===== src/rtl/strobe_seq.sv =====
module strobe_seq #(
  parameter int PULSE    = 3,
  parameter int GAP      = 2,
  parameter int RST_LEN  = 2,
  parameter int POLL_MAX = 1000
) (
  input  logic        clk,
  input  logic        rst_n,
  input  logic        req_valid,
  output logic        req_ready,
  input  logic [1:0]  req_op,
  input  logic [8:0]  req_addr,
  input  logic [2:0]  req_len,
  input  logic [63:0] req_data,
  output logic        rsp_valid,
  output logic [1:0]  rsp_err,
  output logic [7:0]  rsp_data,
  output logic        ce_n,
  output logic        oe_n,
  output logic        we_n,
  output logic        io_out,
  output logic        io_oe,
  input  logic        io_in
);
  localparam int CYC = PULSE + GAP;
  localparam int PW  = $clog2(CYC + 1);
  localparam int CW  = $clog2((POLL_MAX > 64 ? POLL_MAX : 64) + 1);

  typedef enum logic [3:0] {IDLE, RST, ADDR, DATA, C1, C2, C3, RDAT, POLL, RSP} st_t;

  st_t          st;
  logic [PW-1:0] ph;
  logic [CW-1:0] cnt;
  logic          wr_op, smp;
  logic [8:0]    addr;
  logic [63:0]   dsr;
  logic [6:0]    nbits;
  logic [7:0]    rsr;
  logic [1:0]    err;
  logic          active, wr_cyc, pulse, last, bit_c;
  logic [15:0]   addr16;

  assign addr16 = {7'b0, addr};
  assign active = (st != IDLE) && (st != RSP);
  assign wr_cyc = (st == ADDR) || (st == DATA) || (st == C2);
  assign pulse  = active && (ph < PW'(PULSE));
  assign last   = (ph == PW'(CYC - 1));

  always_comb begin
    unique case (st)
      ADDR:    bit_c = addr16[4'd15 - cnt[3:0]];
      DATA:    bit_c = dsr[63];
      C2:      bit_c = 1'b1;
      default: bit_c = 1'b0;
    endcase
  end

  assign ce_n      = !pulse;
  assign we_n      = !(pulse && wr_cyc);
  assign oe_n      = !(pulse && !wr_cyc);
  assign io_oe     = pulse && wr_cyc;
  assign io_out    = io_oe & bit_c;
  assign req_ready = (st == IDLE);
  assign rsp_valid = (st == RSP);
  assign rsp_err   = err;
  assign rsp_data  = rsr;

  always_ff @(posedge clk) begin
    if (!rst_n) begin
      st <= IDLE; ph <= '0; cnt <= '0; wr_op <= 1'b0; smp <= 1'b0;
      addr <= '0; dsr <= '0; nbits <= '0; rsr <= '0; err <= '0;
    end else begin
      unique case (st)
        IDLE: if (req_valid) begin
          ph    <= '0;
          cnt   <= '0;
          err   <= 2'd0;
          addr  <= req_addr;
          nbits <= 7'({req_len, 3'b000}) + 7'd8;
          for (int k = 0; k < 8; k++) dsr[63-8*k -: 8] <= req_data[8*k +: 8];
          if (req_op == 2'b00) begin
            wr_op <= 1'b1;
            if ({1'b0, req_addr[2:0]} + {1'b0, req_len} > 4'd7) begin
              err <= 2'd1;
              st  <= RSP;
            end else st <= RST;
          end else if (req_op == 2'b01) begin
            wr_op <= 1'b0;
            st    <= RST;
          end else st <= POLL;
        end
        RSP: st <= IDLE;
        default: begin
          ph <= last ? '0 : ph + 1'b1;
          if (ph == PW'(PULSE - 1) && !wr_cyc) begin
            smp <= io_in;
            if (st == RDAT) rsr <= {rsr[6:0], io_in};
          end
          if (last) begin
            unique case (st)
              RST:  if (cnt == CW'(RST_LEN - 1)) begin st <= ADDR; cnt <= '0; end
                    else cnt <= cnt + 1'b1;
              ADDR: if (cnt == CW'(15)) begin st <= wr_op ? DATA : RDAT; cnt <= '0; end
                    else cnt <= cnt + 1'b1;
              DATA: begin
                dsr <= dsr << 1;
                if (cnt == CW'(nbits - 7'd1)) begin st <= C1; cnt <= '0; end
                else cnt <= cnt + 1'b1;
              end
              C1:   st <= C2;
              C2:   st <= C3;
              C3:   begin st <= POLL; cnt <= '0; end
              RDAT: if (cnt == CW'(7)) st <= RSP;
                    else cnt <= cnt + 1'b1;
              POLL: if (smp) st <= RSP;
                    else if (cnt == CW'(POLL_MAX - 1)) begin st <= RSP; err <= 2'd2; end
                    else cnt <= cnt + 1'b1;
              default: st <= IDLE;
            endcase
          end
        end
      endcase
    end
  end
endmodule


===== config.mk =====
export PLATFORM = sky130hd
export DESIGN_NAME = strobe_seq
export DESIGN_NICKNAME = d
export VERILOG_FILES = /design/src/rtl/strobe_seq.sv
export SDC_FILE = /design/constraint.sdc
export NUM_CORES = 1
export LEC_CHECK = 0
export BUFFER_PORTS_ARGS = -buffer_cell sky130_fd_sc_hd__buf_2
export CAP_MARGIN = 10
export CORE_ASPECT_RATIO = 2
export CORE_MARGIN = 2
export CORE_UTILIZATION = 32
export DETAILED_ROUTE_END_ITERATION = 12
export PLACE_DENSITY = 0.51
export SETUP_SLACK_MARGIN = 0.5
export SKIP_LAST_GASP = 1
export SLEW_MARGIN = 20
export SYNTH_ARGS = -nofsm -noshare
export SYNTH_HDL_FRONTEND = slang
export SYNTH_SLANG_ARGS = --single-unit

===== constraint.sdc =====
create_clock -name clk -period 2.1 [get_ports clk]
set_clock_uncertainty 0.2 [all_clocks]
set_input_delay 0.105 -clock clk [delete_from_list [all_inputs] [get_ports clk]]
set_output_delay 0.105 -clock clk [all_outputs]
set_load 0.01 [all_outputs]

==> After elaboration in Yosys (flattened, before gate mapping) <==
Cells that the tools add are included.
{ "word_totals": {"in_bits": 82, "ff_bits": 109} }
{ "classes": {"n_mux": 44, "add_sub_neg": 6, "bitwise_logic": 3, "eq_ne": 28, "n_lt_le_gt_ge": 3, "reduce_logical": 31} }
{ "ops": {"columns": ["op", "count"], "rows": [
  ["two-way mux 64 bit", 3],
  ["case mux 64 bit (2 select lines)", 1],
  ["two-way mux 10 bit", 8],
  ["case mux 10 bit (6 select lines)", 1],
  ["two-way mux 4 bit", 11],
  ["case mux 4 bit (8 select lines)", 1],
  ["case mux 10 bit (2 select lines)", 1],
  ["equality test 4 x 3 -> 1 bit, second input constant", 4],
  ["AND reduction 7 bit", 2],
  ["!= test 4 x 3 -> 1 bit, second input constant", 3],
  ["adder 10 x 1 -> 10 bit, second input constant", 1],
  ["equality test 10 x 1 -> 1 bit, second input constant", 1],
  ["equality test 10 bit", 1],
  ["equality test 10 bit, second input constant", 1],
  ["equality test 10 x 3 -> 1 bit, second input constant", 1],
  ["equality test 10 x 4 -> 1 bit, second input constant", 1],
  ["two-way mux 2 bit", 5],
  ["nonzero test 2 bit", 5],
  ["two-way mux 3 bit", 3],
  ["!= test 3 bit, second input constant", 3],
  ["equality test 4 x 2 -> 1 bit, second input constant", 2],
  ["equality test 4 bit, second input constant", 2],
  ["!= test 4 bit, second input constant", 2],
  ["case mux 4 bit (2 select lines)", 1],
  ["other kinds (34)", 51]
]} }

==> Longest topological paths before layout <==
Gate-level depths: netlist (run 1).
{ "logic_depth": {"word_depth": 6, "mapped_depth": 10, "ltp_nobuf": 9} }

==> Least setup slack after synthesis (run 1) <==
No wires, ideal clock.
{ "synth_path": {"path_kind": "register -> register", "start": "register nbits[3]", "end": "register cnt[4]", "stages_incl_launch_ff": 10, "setup_slack_ns": -0.203, "t_arrival_ns": 1.982, "cell_sequence": "dfxtp_1 inv_1 ha_1 xor2_1 nand4_1 nor4_2 nor2_2 o21ai_4 nor2_2 a221o_1"} }
{ "synth_between": {"elab_chain_len": 6} }
{ "synth_rtl": {"columns": ["item", "line_no", "source"], "rows": [
  ["start, declared", "37", "logic [6:0] nbits;"],
  ["start signal, assigned", "79", "nbits <= 7'({req_len, 3'b000}) + 7'd8;"],
  ["subtractor 7 x 1 -> 8 bit", "107", "if (cnt == CW'(nbits - 7'd1)) begin st <= C1; cnt <= '0; end"],
  ["equality test 10 bit", "107", null],
  ["two-way mux 10 bit", "107", null],
  ["case mux 10 bit (6 select lines)", "100", "unique case (st)"],
  ["two-way mux 10 bit", "99", "if (last) begin"],
  ["case mux 10 bit (2 select lines)", "73", "unique case (st)"],
  ["end signal, assigned", "102", "else cnt <= cnt + 1'b1;"],
  ["end signal, assigned", "104", "else cnt <= cnt + 1'b1;"],
  ["end signal, assigned", "108", "else cnt <= cnt + 1'b1;"],
  ["end, declared", "33", "logic [CW-1:0] cnt;"]
]} }
No other way between the ends. The select of a mux whose other input is x is not followed.
A chain may end at the register's enable or synchronous reset.

==> Final worst setup path (run 1) <==
{ "layout_path": {"start": "register cnt[0]", "end": "register cnt[5]"} }
{ "layout_between": {"elab_chain_len": 6, "word_cells_on_any_way": 18, "cone_classes": "add/sub (1); eq/ne (7); mux (9); reduce/logical (1)"} }
{ "layout_rtl": {"columns": ["item", "line_no", "source"], "rows": [
  ["adder 10 x 1 -> 10 bit", null, null],
  ["two-way mux 10 bit", "116", "else if (cnt == CW'(POLL_MAX - 1)) begin st <= RSP; err <= 2'd2; end"],
  ["two-way mux 10 bit", "115", "POLL: if (smp) st <= RSP;"],
  ["case mux 10 bit (6 select lines)", "100", null],
  ["two-way mux 10 bit", "99", null],
  ["case mux 10 bit (2 select lines)", "73", null]
]} }
Parallel ways exist; a longest one is shown, timed or not. The select of a mux whose other input is x is not followed.

==> out/qor.yml, run 1 <==
timing:
  period_share: 1.117
  slew_viol_final: 0
  setup_ws_ns: -0.2453
  period_needed_ns: 2.345
  slew-limit-headroom: 0.6587
  tightest_slew_ns: 0.5112
  rsz0062_at_grt: "yes"
  hold_viol: 0
  setup_viol: 26
  fmax_ghz: 0.4264
synthesis:
  yosysWarnings: 0
  synth_seq_cells: 106
  synth_cell_type_count: 61
  synth_commonest_cells: "nand2_1, dfxtp_1, nor2_1, a311oi_1, clkbuf_1"
  async_flop_share: 0
  synthCells: 664
  syn-num-nets: 755
  synth-edff-count: 0
  synth_top_area_frac: 0.4034
  synth_top_cell_by_area: "dfxtp_1"
  avgSynthCellArea_sq_um: 7.922
  synth_area_sq_mm: 0.005260
  synth.area.top_cells: "dfxtp_1, nand2_1, a311oi_1"
  yosysMostFrequentCell: "nand2_1"
  synth_flop_cell: "dfxtp_1"
  ys_seq_area_frac: 0.4034
pwr:
  power_w: 0.008260
  ir_worst_vdd_uv: 526.0
  p_per_area_mw_per_mm2: 854.7
  p_leak_nw: 3.979
layout:
  fin_area_sq_mm: 0.009664
  final_nets: 1042
  antenna_cells: 0
  final_util: 0.5971
  multiInputGateArea_sq_mm: 0.003605
  area_growth_pct: 83.73
  fill_cells: 1395
  regArea_sq_mm: 0.002150
  drive_gt1_frac: 0.4487
  final_cells: 1160
clock_network:
  cts_root_buf: "clkbuf_16"
  clockBufferDepth: 2
  cts.sinks: 106
  clkTransAtPathRegs_ns: 0.07
  cts_tree: "yes"
  clk-insertion-delay-late_ns: 0.35
  htreeDepth: 3
  numCtsBuffers: 9
global_route:
  grt_max_degree: 47
  grt_overflow: 0
  grt_pass1_wl_um: 29230
  antenna_found_initial: 0
  first_global_vias: 6128
  grt_util_all_layers: 0.2119
place:
  numPortBuffers: 98
  place_ws_ns: -0.2049
  hpwl_um: 10500
  dp.cells: 967
  gp_congestion: 0.8118
  place_area_sq_mm: 0.006415
run_status:
  violations: "negative setup slack"
  status: "finished, violations left"
worst_setup_path:
  slowest_delay_ns: 0.37
  path_buf_inv: 2
  startpoint_type: "register"
  path_class: "reg2reg"
  cp.required_ns: 2.13
  critPathTopFamily: "compound AO/OA/AOI/OAI gates"
  r2r_slack_ns: -0.25
  slowest_stage: "dfxtp_4"
  cp.arrival_ns: 2.38
  cp_cell_sequence: "buf_6 -> ha_4 -> nor3b_4 -> nand3_2 -> o211ai_1 -> o311ai_4 -> o21ai_4 -> buf_12 -> nor2_4 -> a221o_1"
  worst_setup_path_end_kind: "register"
  critical_path.max_fanout: 8
detailed_routing:
  vias_per_cell: 5.180
  vias: 6009
  wl_per_cell_um: 16.79
  first_pass_iters: 6
  drtAntennaViolNets: 0
  drt_iter0_drc: 163
  routed_wirelength_um: 19480
  drc: 0
floorplan:
  die_h_um: 185.3
  core_sq_mm: 0.01619
  start_util: 0.3250
  fp.dieW_um: 94.66
  dieArea_sq_mm: 0.01754
  core.rowCount: 66
  io_pins: 99
worst_hold_path:
  hold_class: "in2reg"
run:
  maxCapViolCount: 0
==> placed cells by master, fill, tap and decap left out, drive strengths merged, types with 3 or more instances in the layout <==
master       count
and2             3
inv             17
mux2i           12
nand3           12
buf            243
a311oi          64
o21bai           4
bufbuf           3
o21ai            8
nand2b           5
clkbuf          15
a21oi           25
dlygate4sd3     80
a22o             4
nor4             3
o211ai           4
dfxtp          106
or3              3
a211oi           4
and3             3
nor2b            3
ha               9
nand2          167
xnor2            7
nor3            11
nor2           105
==> tightest hold or removal path, cell delays in order <==
cell,delay [ns]
buf_2,0.20
nand2_8,0.10
nor2_4,0.09
a211oi_2,0.07
==> layout make-up <==
| type | count | share of cell area |
|---|---|---|
| Clock buffer | 11 | 0.02512 |
| Clock inverter | 5 | 0.004531 |
| Inverter | 14 | 0.006991 |
| Multi-Input combinational cell | 490 | 0.3730 |
| Sequential cell | 106 | 0.2224 |
| Tap cell | 204 | 0.02641 |
| Timing Repair Buffer | 330 | 0.3415 |
==> metal layers <==
metal,vias to the layer above,track usage,routed length (um)
met2,132,0.4068,11100
met4,0,0.1038,758
met1,2923,0.2190,7243
met5,-,0,0
li1,2909,-,-
met3,45,0.02482,377
==> what timing repair did <==
action / 4_1_cts / 5_1_grt
hold buffers: 80 / 0
cloned: 16 / 4
endpoints found under the setup margin: 112 / 113
hold endpoints to repair: 83 / 0
setup buffers: 68 / 9
resized for setup: 151 / 93
pin swaps: 56 / 62
==> flip-flops by register name, summed over array words and instances, names as in the netlist <==
signal,cells
st,4
ph,3
rsp_err,2
addr,9
rsp_data,8
smp,1
nbits,4
cnt,10
dsr,64
wr_op,1
==> cells by family (layout without fill, tap and decap cells) <==
kind of cell,count (synthesis),after routing,share of synthesized area
AND/OR/NAND/NOR,326,326,0.2667
XOR/XNOR,9,9,0.01499
flip-flops,106,106,0.4034
AO/OA/AOI/OAI,132,132,0.2050
buffers and inverters,68,360,0.05709
adder cells (fa/ha/maj),9,9,0.02141
multiplexers,14,14,0.03140
==> worst paths after layout <==
check	start	end	cells after the start
min	req_valid	wr_op	4
max reg2reg	cnt[0]	cnt[5]	10
min reg2reg	addr[4]	addr[4]	2
max	cnt[0]	cnt[5]	10
==> report_power, final <==
part | internal (W) | total, W | leakage, nW | switching [W]
combinational | 0.00224 | 0.00408 | 2.97 | 0.00184
sequential | 0.00230 | 0.00249 | 0.876 | 0.000199
clock | 0.000857 | 0.00169 | 0.135 | 0.000828
==> metrics by stage <==
step	hold slack [ns]	setup TNS, ns
after floorplan	-0.006915	-0.3060
after global placement	0.1021	-1.438
after detailed placement	0.1100	-1.570
after CTS	0.03873	-1.929
after global routing	0.08504	-5.044
final	0.07350	-2.563
Power figures use the tool's default switching activity.
==> inputs of run 2 (changes only) <==
==> constraint.sdc (replaced) <==
create_clock -name clk -period 1.9 [get_ports clk]
set_clock_uncertainty 0.2 [all_clocks]
set_input_delay 0.095 -clock clk [delete_from_list [all_inputs] [get_ports clk]]
set_output_delay 0.095 -clock clk [all_outputs]
set_load 0.01 [all_outputs]
==> run 2 against run 1 <==
Net effect: the run still ends with negative setup slack left; wire length down 2.1%; combinational power is 7.4% higher; sequential share of layout area is 0.055 points lower; sequential power rose by 11%; global-route usage decreased by 0.66 points; cell area up 0.25%; critical path type unchanged; largest power group unchanged.
==> out/qor.yml, run 2 (synthesis gave the netlist of run 1 again) <==
detailed_routing:
  wl_per_cell_um: 16.27  # -3.1%
  drtAntennaViolNets: 0  # unchanged
  first_pass_iters: 4  # -2
  drc: 0  # unchanged
  drt_iter0_drc: 168  # +3.1%
  routed_wirelength_um: 19070  # -2.1%
  vias: 6065  # +0.93%
  vias_per_cell: 5.175  # -0.10%
global_route:
  met1_usage: 0.2180  # -0.0009563
  antenna_found_initial: 0  # unchanged
  grt_pass1_wl_um: 28640  # -2.0%
  grt_overflow: 0  # unchanged
  grt_max_degree: 49  # +4.3%
  busiest_layer: "met2"
  first_global_vias: 6063  # -1.1%
  grt_use_met2: 0.3943  # -0.01248
  grtUsageMet3: 0.02522  # +0.0004068
  grt_util_all_layers: 0.2053  # -0.006573
layout:
  regMostFlops: "dsr"
  final_common_cell: "nand2_1"
  antenna_cells: 0  # unchanged
  largest_registers: "dsr x64, cnt x10, addr x9"
  fin_area_sq_mm: 0.009688  # +0.25%
  layout_common_cells: "nand2_1, dfxtp_1, buf_2"
  fill_cells: 1397  # +0.14%
  largest_reg_flops: 64  # unchanged
  regArea_sq_mm: 0.002150  # unchanged
  drive_gt1_frac: 0.4576  # +0.008900
  final_nets: 1054  # +1.2%
  final_util: 0.5986  # +0.001469
  area_growth_pct: 84.18
  multiInputGateArea_sq_mm: 0.003632  # +0.76%
worst_setup_path:
  rr_worst_depth: 9  # -1
  cp.required_ns: 1.98  # -0.15 ns
  startpoint_type: "register"
  r2r_start: "cnt[1]"
  path_class: "reg2reg"
  worst_setup_path_end_kind: "register"
  critical_path.max_fanout: 4  # -4
  cp.arrival_ns: 2.42  # +0.04 ns
  r2r_end: "cnt[0]"
  r2r_slack_ns: -0.44  # -0.20 ns
timing:
  setup_ws_ns: -0.4413  # -0.1960 ns
  final.setup.tns_ns: -15.24  # -12.68 ns
  setup_viol: 93  # +260%
  slew_viol_final: 0  # unchanged
  rsz0062_at_grt: "yes"
  fmax_ghz: 0.4271  # +0.17%
  worst_hold_slack_ns: 0.09734  # +0.02385 ns
  tightest_slew_ns: 0.4010  # -0.1102 ns
  hold_viol: 0  # unchanged
  slew-limit-headroom: 0.7302  # +0.07150
  period_share: 1.232  # +0.1155
  period_needed_ns: 2.341  # -0.003955 ns
worst_hold_path:
  hold_start: "rst_n"
  holdPathStages: 4  # unchanged
  hold_end: "cnt[4]"
  hold_class: "in2reg"
clock_network:
  cts.sinks: 106  # unchanged
  cts_root_buf: "clkbuf_16"
  htreeDepth: 3  # unchanged
  clk-insertion-delay-late_ns: 0.35  # about the same
  cts_tree: "yes"
  clockBufferDepth: 2  # unchanged
  numCtsBuffers: 9  # unchanged
  clkTransAtPathRegs_ns: 0.07  # about the same
place:
  hpwl_um: 10700  # +1.9%
  gp_congestion: 0.8258  # +1.7%
  place_area_sq_mm: 0.006628  # +3.3%
  numPortBuffers: 98  # unchanged
floorplan:
  start_util: 0.3250  # unchanged
  dieArea_sq_mm: 0.01754  # unchanged
  die_h_um: 185.3  # unchanged
  core.rowCount: 66  # unchanged
  fp.dieW_um: 94.66  # unchanged
  io_pins: 99  # unchanged
  core_sq_mm: 0.01619  # unchanged
pwr:
  p_per_area_mw_per_mm2: 929.1  # +8.7%
  p_leak_nw: 3.996  # +0.42%
  ir_worst_vdd_uv: 527.8  # +0.34%
  power_w: 0.009001  # +9.0%
run_status:
  violations: "negative setup slack"
  status: "finished, violations left"
run:
  maxCapViolCount: 0  # unchanged
run 2: changes by cell type in the layout (fill, tap and decap cells not counted), sizes merged:
cell / before / now
inv: 17 / 16
buf: 243 / 255
and2: 3 / 4
clkbuf: 15 / 13
clkinvlp: 2 / 0
clkinv: 0 / 4
run 2: power by group:
| group | switching [W] | total, W | internal [W] | leakage [nW] |
|---|---|---|---|---|
| clock | 0.000935 | 0.00186 | 0.000923 | 0.141 |
| combinational | 0.00201 | 0.00438 | 0.00237 | 2.98 |
| sequential | 0.000223 | 0.00276 | 0.00254 | 0.876 |
| total | 0.00317 | 0.00900 | 0.00583 | 4.00 |
run 2: worst max-delay path by stage:
stage / from / end / slack (ns)
2_1_floorplan: cnt[0] / cnt[4] / -0.26
6_report: cnt[1] / cnt[0] / -0.44
4_1_cts: cnt[0] / io_out / -0.45
3_5_place_dp: cnt[1] / cnt[7] / -0.46
5_1_grt: cnt[1] / cnt[7] / -0.52
3_3_place_gp: cnt[1] / cnt[5] / -0.37
run 2: timing repair:
action                                  in CTS  in global routing
endpoints found under the hold margin       83                  0
cloned                                      11                  3
pin swaps                                   46                 62
endpoints found under the setup margin     113                113
buffers inserted                            46                 30
hold buffers                                80                  0
resized for setup                          111                127
run 2: stage by stage:
stage                     setup WS [ns]  cells
after floorplan                 -0.2589    664
after global placement          -0.3695    986
after detailed placement        -0.4613    986
after CTS                       -0.4476   1139
after global routing            -0.5237   1172
final                           -0.4413   1172
run 2: cell type report:
class / instances / share of cell area
well taps: 204 / 0.02635
repair buffers: 341 / 0.3384
clock buffers: 10 / 0.02363
flip-flops and latches: 106 / 0.2219
multi-input cells: 491 / 0.3749
inverters: 14 / 0.008911
clock inverters: 6 / 0.005941
run 2: routing by layer:
layer,part of all wire,routed length [um]
met1,0.37,7059
met2,0.57,10840
met3,0.023,439
met4,0.038,731
met5,0,0
run 2: critical path: stages (launching register included):
cell	delay, ns
dfxtp_4	0.36
buf_4	0.14
ha_4	0.15
and3b_1	0.17
and4bb_4	0.22
o22ai_4	0.17
o311ai_4	0.15
buf_4	0.17
or3_1	0.40
a21oi_2	0.15
